===== src/rtl/dsw_pkg.sv =====
package dsw_pkg;
  typedef logic [3:0] nib_t;
  typedef logic [7:0] byte_t;
endpackage


===== src/rtl/dsw_rst_sync.sv =====
module dsw_rst_sync #(
  parameter int STAGES = 2
) (
  input  logic clk,
  input  logic rst_n,
  output logic rst_n_s
);
  logic [STAGES-1:0] shreg;

  always_ff @(posedge clk or negedge rst_n) begin
    if (!rst_n) shreg <= '0;
    else        shreg <= {shreg[STAGES-2:0], 1'b1};
  end

  assign rst_n_s = shreg[STAGES-1];
endmodule


===== src/rtl/dsw_decode.sv =====
module dsw_decode
  import dsw_pkg::*;
#(
  parameter int   NMOD     = 4,
  parameter nib_t MOD_BASE = 4'h2,
  parameter nib_t SW_ADDR  = 4'hE
) (
  input  nib_t            addr,
  output logic [NMOD-1:0] mod_sel,
  output logic            sw_hit
);
  for (genvar i = 0; i < NMOD; i++) begin : g_slot
    localparam nib_t SLOT_ADDR = nib_t'(MOD_BASE + 4'(i));
    assign mod_sel[i] = (addr == SLOT_ADDR);
  end

  assign sw_hit = (addr == SW_ADDR);
endmodule


===== src/rtl/dsw_steer.sv =====
module dsw_steer
  import dsw_pkg::*;
(
  input  logic clk,
  input  logic rst_n,
  input  logic arm,
  input  logic tgt_ok,
  input  nib_t tgt,
  input  logic clr,
  output logic vld,
  output nib_t addr
);
  logic vld_d;

  // Next-state: a switch write re-arms or cancels; otherwise a completed
  // auxiliary transfer drops the pending steer.
  always_comb begin
    vld_d = vld;
    if (arm)      vld_d = tgt_ok;
    else if (clr) vld_d = 1'b0;
  end

  always_ff @(posedge clk or negedge rst_n) begin
    if (!rst_n) vld <= 1'b0;
    else        vld <= vld_d;
  end

  always_ff @(posedge clk or negedge rst_n) begin
    if (!rst_n)   addr <= '0;
    else if (arm) addr <= tgt;
  end
endmodule


===== src/rtl/dsw_nibreg.sv =====
module dsw_nibreg
  import dsw_pkg::*;
#(
  parameter bit IS_BYTE = 1'b0
) (
  input  logic  clk,
  input  logic  rst_n,
  input  logic  acc,
  input  logic  wr,
  input  logic  ptr_rst,
  input  nib_t  wdata,
  output byte_t q,
  output nib_t  rnib,
  output logic  last
);
  if (IS_BYTE) begin : g_byte
    logic  ptr, ptr_d;
    byte_t val, val_d;

    always_comb begin
      ptr_d = ptr;
      val_d = val;
      if (ptr_rst) begin
        ptr_d = 1'b0;
      end else if (acc) begin
        ptr_d = ~ptr;
        if (wr) begin
          if (ptr) val_d[7:4] = wdata;
          else     val_d[3:0] = wdata;
        end
      end
    end

    always_ff @(posedge clk or negedge rst_n) begin
      if (!rst_n) begin
        ptr <= 1'b0;
        val <= '0;
      end else begin
        ptr <= ptr_d;
        val <= val_d;
      end
    end

    assign q    = val;
    assign rnib = ptr ? val[7:4] : val[3:0];
    assign last = ptr;
  end else begin : g_nib
    nib_t val;
    logic ld;
    logic unused_ptr_rst;

    assign ld             = acc & wr;
    assign unused_ptr_rst = ptr_rst;

    always_ff @(posedge clk or negedge rst_n) begin
      if (!rst_n)  val <= '0;
      else if (ld) val <= wdata;
    end

    assign q    = {4'h0, val};
    assign rnib = val;
    assign last = 1'b1;
  end
endmodule


===== src/rtl/dsw_io_slave.sv =====
module dsw_io_slave
  import dsw_pkg::*;
#(
  parameter int              NMOD        = 4,
  parameter nib_t            MOD_BASE    = 4'h2,
  parameter nib_t            SW_ADDR     = 4'hE,
  parameter logic [NMOD-1:0] PRI_BYTE    = 4'b1010,
  parameter logic [NMOD-1:0] AUX_BYTE    = 4'b0110,
  parameter int              SYNC_STAGES = 2
) (
  input  logic              clk,
  input  logic              rst_n,
  input  logic [3:0]        io_addr,
  input  logic [3:0]        io_wdata,
  input  logic              io_out,
  input  logic              io_in,
  output logic [3:0]        io_rdata,
  output logic [NMOD*8-1:0] pri_val,
  output logic [NMOD*8-1:0] aux_val
);
  logic            rst_n_s;
  logic [NMOD-1:0] mod_sel, tgt_sel, clr_vec;
  logic            sw_hit, unused_tgt_sw;
  logic            wr_en, rd_en, acc_en, sw_wr, aux_route;
  logic            st_vld;
  nib_t            st_addr;
  nib_t            rd_vec [NMOD];

  dsw_rst_sync #(.STAGES(SYNC_STAGES)) u_rst (
    .clk(clk), .rst_n(rst_n), .rst_n_s(rst_n_s)
  );

  dsw_decode #(.NMOD(NMOD), .MOD_BASE(MOD_BASE), .SW_ADDR(SW_ADDR)) u_dec_addr (
    .addr(io_addr), .mod_sel(mod_sel), .sw_hit(sw_hit)
  );

  dsw_decode #(.NMOD(NMOD), .MOD_BASE(MOD_BASE), .SW_ADDR(SW_ADDR)) u_dec_tgt (
    .addr(io_wdata), .mod_sel(tgt_sel), .sw_hit(unused_tgt_sw)
  );

  // OUT wins when both strobes are present.
  assign wr_en     = io_out;
  assign rd_en     = io_in & ~io_out;
  assign acc_en    = wr_en | rd_en;
  assign sw_wr     = wr_en & sw_hit;
  assign aux_route = st_vld & (st_addr == io_addr);

  for (genvar i = 0; i < NMOD; i++) begin : g_slot
    logic  acc_pri, acc_aux;
    byte_t pri_q, aux_q;
    nib_t  pri_rnib, aux_rnib;
    logic  pri_last, aux_last;

    assign acc_pri = acc_en & mod_sel[i] & ~aux_route;
    assign acc_aux = acc_en & mod_sel[i] &  aux_route;

    dsw_nibreg #(.IS_BYTE(PRI_BYTE[i])) u_pri (
      .clk(clk), .rst_n(rst_n_s), .acc(acc_pri), .wr(wr_en), .ptr_rst(sw_wr),
      .wdata(io_wdata), .q(pri_q), .rnib(pri_rnib), .last(pri_last)
    );

    dsw_nibreg #(.IS_BYTE(AUX_BYTE[i])) u_aux (
      .clk(clk), .rst_n(rst_n_s), .acc(acc_aux), .wr(wr_en), .ptr_rst(sw_wr),
      .wdata(io_wdata), .q(aux_q), .rnib(aux_rnib), .last(aux_last)
    );

    logic unused_pri_last;
    assign unused_pri_last = pri_last;

    assign clr_vec[i]         = acc_aux & aux_last;
    assign rd_vec[i]          = (rd_en & mod_sel[i]) ? (aux_route ? aux_rnib : pri_rnib) : 4'h0;
    assign pri_val[i*8 +: 8]  = pri_q;
    assign aux_val[i*8 +: 8]  = aux_q;
  end

  always_comb begin
    io_rdata = 4'h0;
    for (int i = 0; i < NMOD; i++) io_rdata = io_rdata | rd_vec[i];
  end

  dsw_steer u_steer (
    .clk(clk), .rst_n(rst_n_s), .arm(sw_wr), .tgt_ok(|tgt_sel), .tgt(io_wdata),
    .clr(|clr_vec), .vld(st_vld), .addr(st_addr)
  );
endmodule


===== config.mk =====
export PLATFORM = sky130hd
export DESIGN_NAME = dsw_io_slave
export DESIGN_NICKNAME = d
export VERILOG_FILES = /design/src/rtl/dsw_pkg.sv /design/src/rtl/dsw_rst_sync.sv /design/src/rtl/dsw_decode.sv /design/src/rtl/dsw_steer.sv /design/src/rtl/dsw_nibreg.sv /design/src/rtl/dsw_io_slave.sv
export SDC_FILE = /design/constraint.sdc
export NUM_CORES = 1
export LEC_CHECK = 0
export BUFFER_PORTS_ARGS = -buffer_cell sky130_fd_sc_hd__buf_4
export CORE_ASPECT_RATIO = 1.1
export CORE_UTILIZATION = 45
export CTS_BUF_LIST = sky130_fd_sc_hd__clkbuf_16
export CTS_CLUSTER_SIZE = 16
export DETAILED_ROUTE_END_ITERATION = 7
export GPL_ROUTABILITY_DRIVEN = 0
export PLACE_DENSITY = 0.68
export RECOVER_POWER = 100
export SKIP_LAST_GASP = 1
export SYNTH_ARGS = -nofsm -noshare
export SYNTH_HDL_FRONTEND = slang
export SYNTH_HIERARCHICAL = 1
export SYNTH_SLANG_ARGS = --single-unit

===== constraint.sdc =====
create_clock -name clk -period 3.6 [get_ports clk]
set_clock_uncertainty 0.2 [all_clocks]
set_input_delay 0.36 -clock clk [delete_from_list [all_inputs] [get_ports clk]]
set_output_delay 0.36 -clock clk [all_outputs]
set_load 0.02 [all_outputs]

==> results of run 1 <==
## worst register-to-register path, stage by stage (launching register included)
cell and delay, ps:
dfrtp_1 390, xnor2_1 190, nand3_1 220, nor2_4 380
nor2_1 160, and2_0 250, and4bb_1 300, mux2_1 330
## final timing paths
| kind | endpoint | slack, ps | cells after the start |
|---|---|---|---|
| worst max-delay path | io_rdata[3] | 770 | 6 |
| worst min-delay path | u_rst/shreg[0] | 150 | 2 |
| max in group asynchronous | g_slot[0].u_pri/rnib[1] | 1280 | 1 |
| min in group clk | u_rst/shreg[1] | 150 | 0 |
| worst min register to register | u_rst/shreg[1] | 150 | 0 |
| worst max register to register | g_slot[3].u_pri/q[3] | 1070 | 7 |
## flip-flops by register name (all words and copies together) (netlist names)
signal,flops
g_slot.u_pri/q,16
g_slot.u_aux/q,16
g_slot.u_aux/rnib,8
g_slot.u_pri/last,2
u_steer/addr,4
g_slot.u_pri/rnib,8
u_steer/vld,1
g_slot.u_aux/last,2
u_rst/shreg,2
## report_power, final
part / total (W) / switching [W] / internal [W]
clock: 0.000811 / 0.000285 / 0.000525
combinational: 0.000467 / 0.000268 / 0.000198
sequential: 0.000881 / 0.000110 / 0.000771
total: 0.00216 / 0.000664 / 0.00149
## final cells by class
cell class / count / area, µm² / area share
tap: 105 / 131 / 0.0345
sequential: 59 / 1480 / 0.387
multi-input combinational: 185 / 1630 / 0.427
clock inverter: 7 / 60.1 / 0.0158
clock buffer: 9 / 225 / 0.0591
inverter: 1 / 3.75 / 0.000985
timing repair buffer: 65 / 288 / 0.0755
## metrics by stage
step | cell area (µm²) | utilization | setup WS, ps | hold slack, ps
final | 3810 | 0.507 | 774 | 145
after floorplan | 3550 | - | 1240 | -136
after global routing | 3810 | 0.507 | 645 | 149
after CTS | 4130 | 0.549 | 934 | 143
after detailed placement | 3830 | 0.510 | 1010 | -54.9
after global placement | 3830 | 0.510 | 1060 | -57.8
## layout by cell type (no fill, tap or decap), types with 2 or more instances in the layout
cell type and count:
dfrtp_1 59, clkbuf_1 54, mux2_2 39, mux2_1 21, conb_1 19, nand2_1 12
mux2_4 11, buf_4 10, clkbuf_16 9, xnor2_1 8, o211ai_1 7, and2_0 7
nor2_1 7, nand3_1 6, a22oi_1 6, and4bb_1 4, nand4b_1 4, nor4b_2 4
and4bb_2 4, a21oi_1 3, mux2i_1 3, a22o_2 3, clkinv_2 3, a22o_1 2
and2_1 2, inv_1 2, nor3_1 2
## layer usage
layer	share of wire	wire length, µm	vias up
met5	0	0	-
met4	0.019	138	0
met1	0.45	3310	1108
met2	0.49	3610	58
met3	0.040	295	8
li1	-	-	1043
==> results.yml, run 1 <==
clock_tree:
  post_cts_buffers: 0
  cts_buffers: 9
  clk_pin_slew_ps: 50
  cts-root-buf: "clkbuf_16"
  cts.sinks: 59
  cts_tree: "built"
  clockBufferDepth: 2
  htree_num_levels: 3
  clk-insertion-delay-late_ps: 320
  cts_resized: 0
  ctsHoldBuffers: 1
finish:
  layout.nets: 333
  syn2layout_area_growth_pct: 8.67
  antenna-diode-count: 0
  layout-drive-gt1-share: 0.270
  layoutNonFillerInstCount: 431
  n_fill_cell: 758
setup_path:
  arrival_ps: 2270
  crit_slowest_cell: "dfrtp_1"
  r2r_start: "u_steer/addr[3]"
  path_buf_inv: 1
  crit_type: "register to output port"
  crit_chain: "xnor2_1 > nand3_1 > nor2_4 > mux2_2 > o211ai_1 > clkbuf_1"
  worstSetupStartpoint: "u_steer/addr[3]"
  max_stage_delay_ps: 390
  worst-path-max-fanout: 13
  cp_top_family: "simple AND/OR/NAND/NOR gates"
  worstPathRequired_ps: 3040
  worstSetupEndpointType: "output port"
  crit_path_start_kind: "register"
grt:
  antenna_found_initial: 0
  met3_usage: 0.0481
  grt.total_usage: 0.196
  met2_usage: 0.306
  gr-max-usage-layer: "met2"
  grt.overflow.total: 0
  grt_max_degree: 47
  grt_pass1_wl_mm: 11.7
  grt_use_met1: 0.260
  grt_pass1_vias: 2210
drt:
  via_count: 2217
  route.antenna.remaining_nets: 0
  wire_per_inst_um: 17.1
  drcViolationCount: 0
  drt_iter0_markers: 90
  routed_wl_mm: 7.36
  vias_per_cell: 5.14
  first_pass_iters: 4
pwr:
  finalPower_w: 0.00216
  vdd_drop_max_mv: 0.228
  power.density_mw_per_mm2: 566
  leakage_nw: 1.69
timing:
  final_max_slew_viol_count: 47
  layout_min_cycle_time_ps: 2830
  fin_setup_tns_ps: 0
  rsz0062_at_grt: "false"
  slew_headroom: -0.235
  setup_violations: 0
  hold_viol: 0
  period_share: 0.785
  worstMarginPinSlew_ps: 1850
  fmax_ghz: 0.354
yosys:
  synth_area_mm2: 0.00351
  ys_warn_count: 6
  synthCells: 277
  synth_area_per_cell_um2: 12.7
placed_design:
  numPortBuffers: 63
  dp.cells: 414
  hpwl_mm: 5.19
floorplan:
  die_area_mm2: 0.00815
  rows: 33
  ios: 80
  initial_core_util: 0.467
  die_y_um: 94.6
  die_x_um: 86.2
  core_area_mm2: 0.00751
hold_path:
  hp-class: "input port to async pin"
job:
  cap_violations: 1
outcome:
  violations: "capacitance limit, slew limit"
  status: "finished, violations left"
Power figures use the tool's default switching activity.
==> run 2: changes to the inputs <==
Settings changed: ABC_AREA from default to 1.
Clock period 3.6 ns to 2.76 ns, I/O delays scaled along.
==> results.yml, run 2 <==
outcome:
  status: "finished clean"
grt:
  grt_pass1_wl_mm: 15.5
  gr-max-usage-layer: "met2"
  met2_usage: 0.379
  met3_usage: 0.0331
  grt_pass1_vias: 3249
  antenna_found_initial: 0
  grt.overflow.total: 0
  grt.total_usage: 0.232
  grt_max_degree: 31
  grt_use_met1: 0.303
pwr:
  vdd_drop_max_mv: 0.341
  leakage_nw: 2.29
  power.density_mw_per_mm2: 650
floorplan:
  die_x_um: 88.8
  initial_core_util: 0.469
  core_area_mm2: 0.00796
  ios: 80
  die_y_um: 97.5
  rows: 34
  die_area_mm2: 0.00865
timing:
  setup_violations: 0
  final_max_slew_viol_count: 0
  setup_ws_ps: 257
  slew_headroom: 0.253
  worstMarginPinSlew_ps: 1120
  layout_min_cycle_time_ps: 2500
  fmax_ghz: 0.399
  hold_viol: 0
  fin_setup_tns_ps: 0
  period_share: 0.907
  rsz0062_at_grt: "false"
finish:
  syn2layout_area_growth_pct: 11.4
  layout.nets: 613
  antenna-diode-count: 0
  layout-drive-gt1-share: 0.0809
  final_common_cell: "nand2_1"
  final_cell_mix: "nand2_1 (218), inv_1 (75), nand3_1 (68)"
  layoutNonFillerInstCount: 714
  fin_area_mm2: 0.00415
clock_tree:
  clk-insertion-delay-late_ps: 320
  cts.sinks: 59
  clk_pin_slew_ps: 50
  clockBufferDepth: 2
  cts-root-buf: "clkbuf_16"
  cts_buffers: 9
  post_cts_buffers: 0
  htree_num_levels: 3
  cts_tree: "built"
  cts_resized: 0
  ctsHoldBuffers: 1
setup_path:
  arrival_ps: 2030
  worst-path-max-fanout: 25
  worstSetupEndpointType: "output port"
  crit_type: "register to output port"
  crit_path_start_kind: "register"
  rrSetupSlack_ps: 420
  worstPathRequired_ps: 2280
job:
  cap_violations: 0
drt:
  routed_wl_mm: 9.12
  vias_per_cell: 4.83
  first_pass_iters: 4
  via_count: 3448
  wire_per_inst_um: 12.8
  route.antenna.remaining_nets: 0
  drt_iter0_markers: 205
  drcViolationCount: 0
yosys:
  synth_area_per_cell_um2: 6.78
  ys_warn_count: 6
  synthCells: 550
  synth_area_mm2: 0.00373
placed_design:
  hpwl_mm: 6.63
  dp.cells: 697
  numPortBuffers: 63
  placed_cell_area_mm2: 0.00412
  dp_slack_ps: 436
hold_path:
  hp-class: "input port to async pin"
## run 2: worst paths after layout
check,start,endpoint,cells after the start
worst max-delay path,u_steer/addr[3],io_rdata[0],10
min in group clk,io_wdata[2],g_slot[2].u_aux/q[6],3
worst max register to register,u_steer/addr[3],g_slot[1].u_aux/q[1],10
worst min-delay path,rst_n,u_rst/shreg[0],2
worst min register to register,u_rst/shreg[0],u_rst/shreg[1],0
max in group asynchronous,u_rst/shreg[1],g_slot[0].u_pri/rnib[3],1
## run 2: power breakdown
group | internal [W] | switching (W) | total [W]
combinational | 0.000175 | 0.000474 | 0.000648
sequential | 0.000983 | 0.000116 | 0.00110
clock | 0.000587 | 0.000365 | 0.000952
## run 2: metal layers
metal / vias to the layer above / part of all wire
met3: 15 / 0.049
met5: - / 0
met2: 92 / 0.50
met4: 0 / 0.020
met1: 1594 / 0.44
li1: 1747 / -
## run 2: cell type report
cell class / instances / area [µm²]
multi-input combinational: 381 / 1670
clock buffer: 9 / 225
fill: 822 / 3800
tap: 108 / 135
inverter: 82 / 308
sequential: 59 / 1480
timing repair buffer: 68 / 312
clock inverter: 7 / 30.0
## run 2: through the flow
stage	total power (W)	hold slack, ps	utilization
final	0.00270	62.9	0.522
after global routing	0.00286	90.6	0.522
after CTS	0.00280	62.7	0.551
after detailed placement	0.00184	-138	0.518
after global placement	0.00183	-142	0.518
after floorplan	0.00162	-220	-
## run 2: worst max-delay path, stage by stage, from the launching register on
cell      delay (ps)
dfrtp_1          390
nand2_1           70
nand2_1          110
nor2_8           270
nand3_4          270
nand2_1          140
nand3_1           90
nand2_1           80
inv_1             30
nand2_1           80
clkbuf_2         170
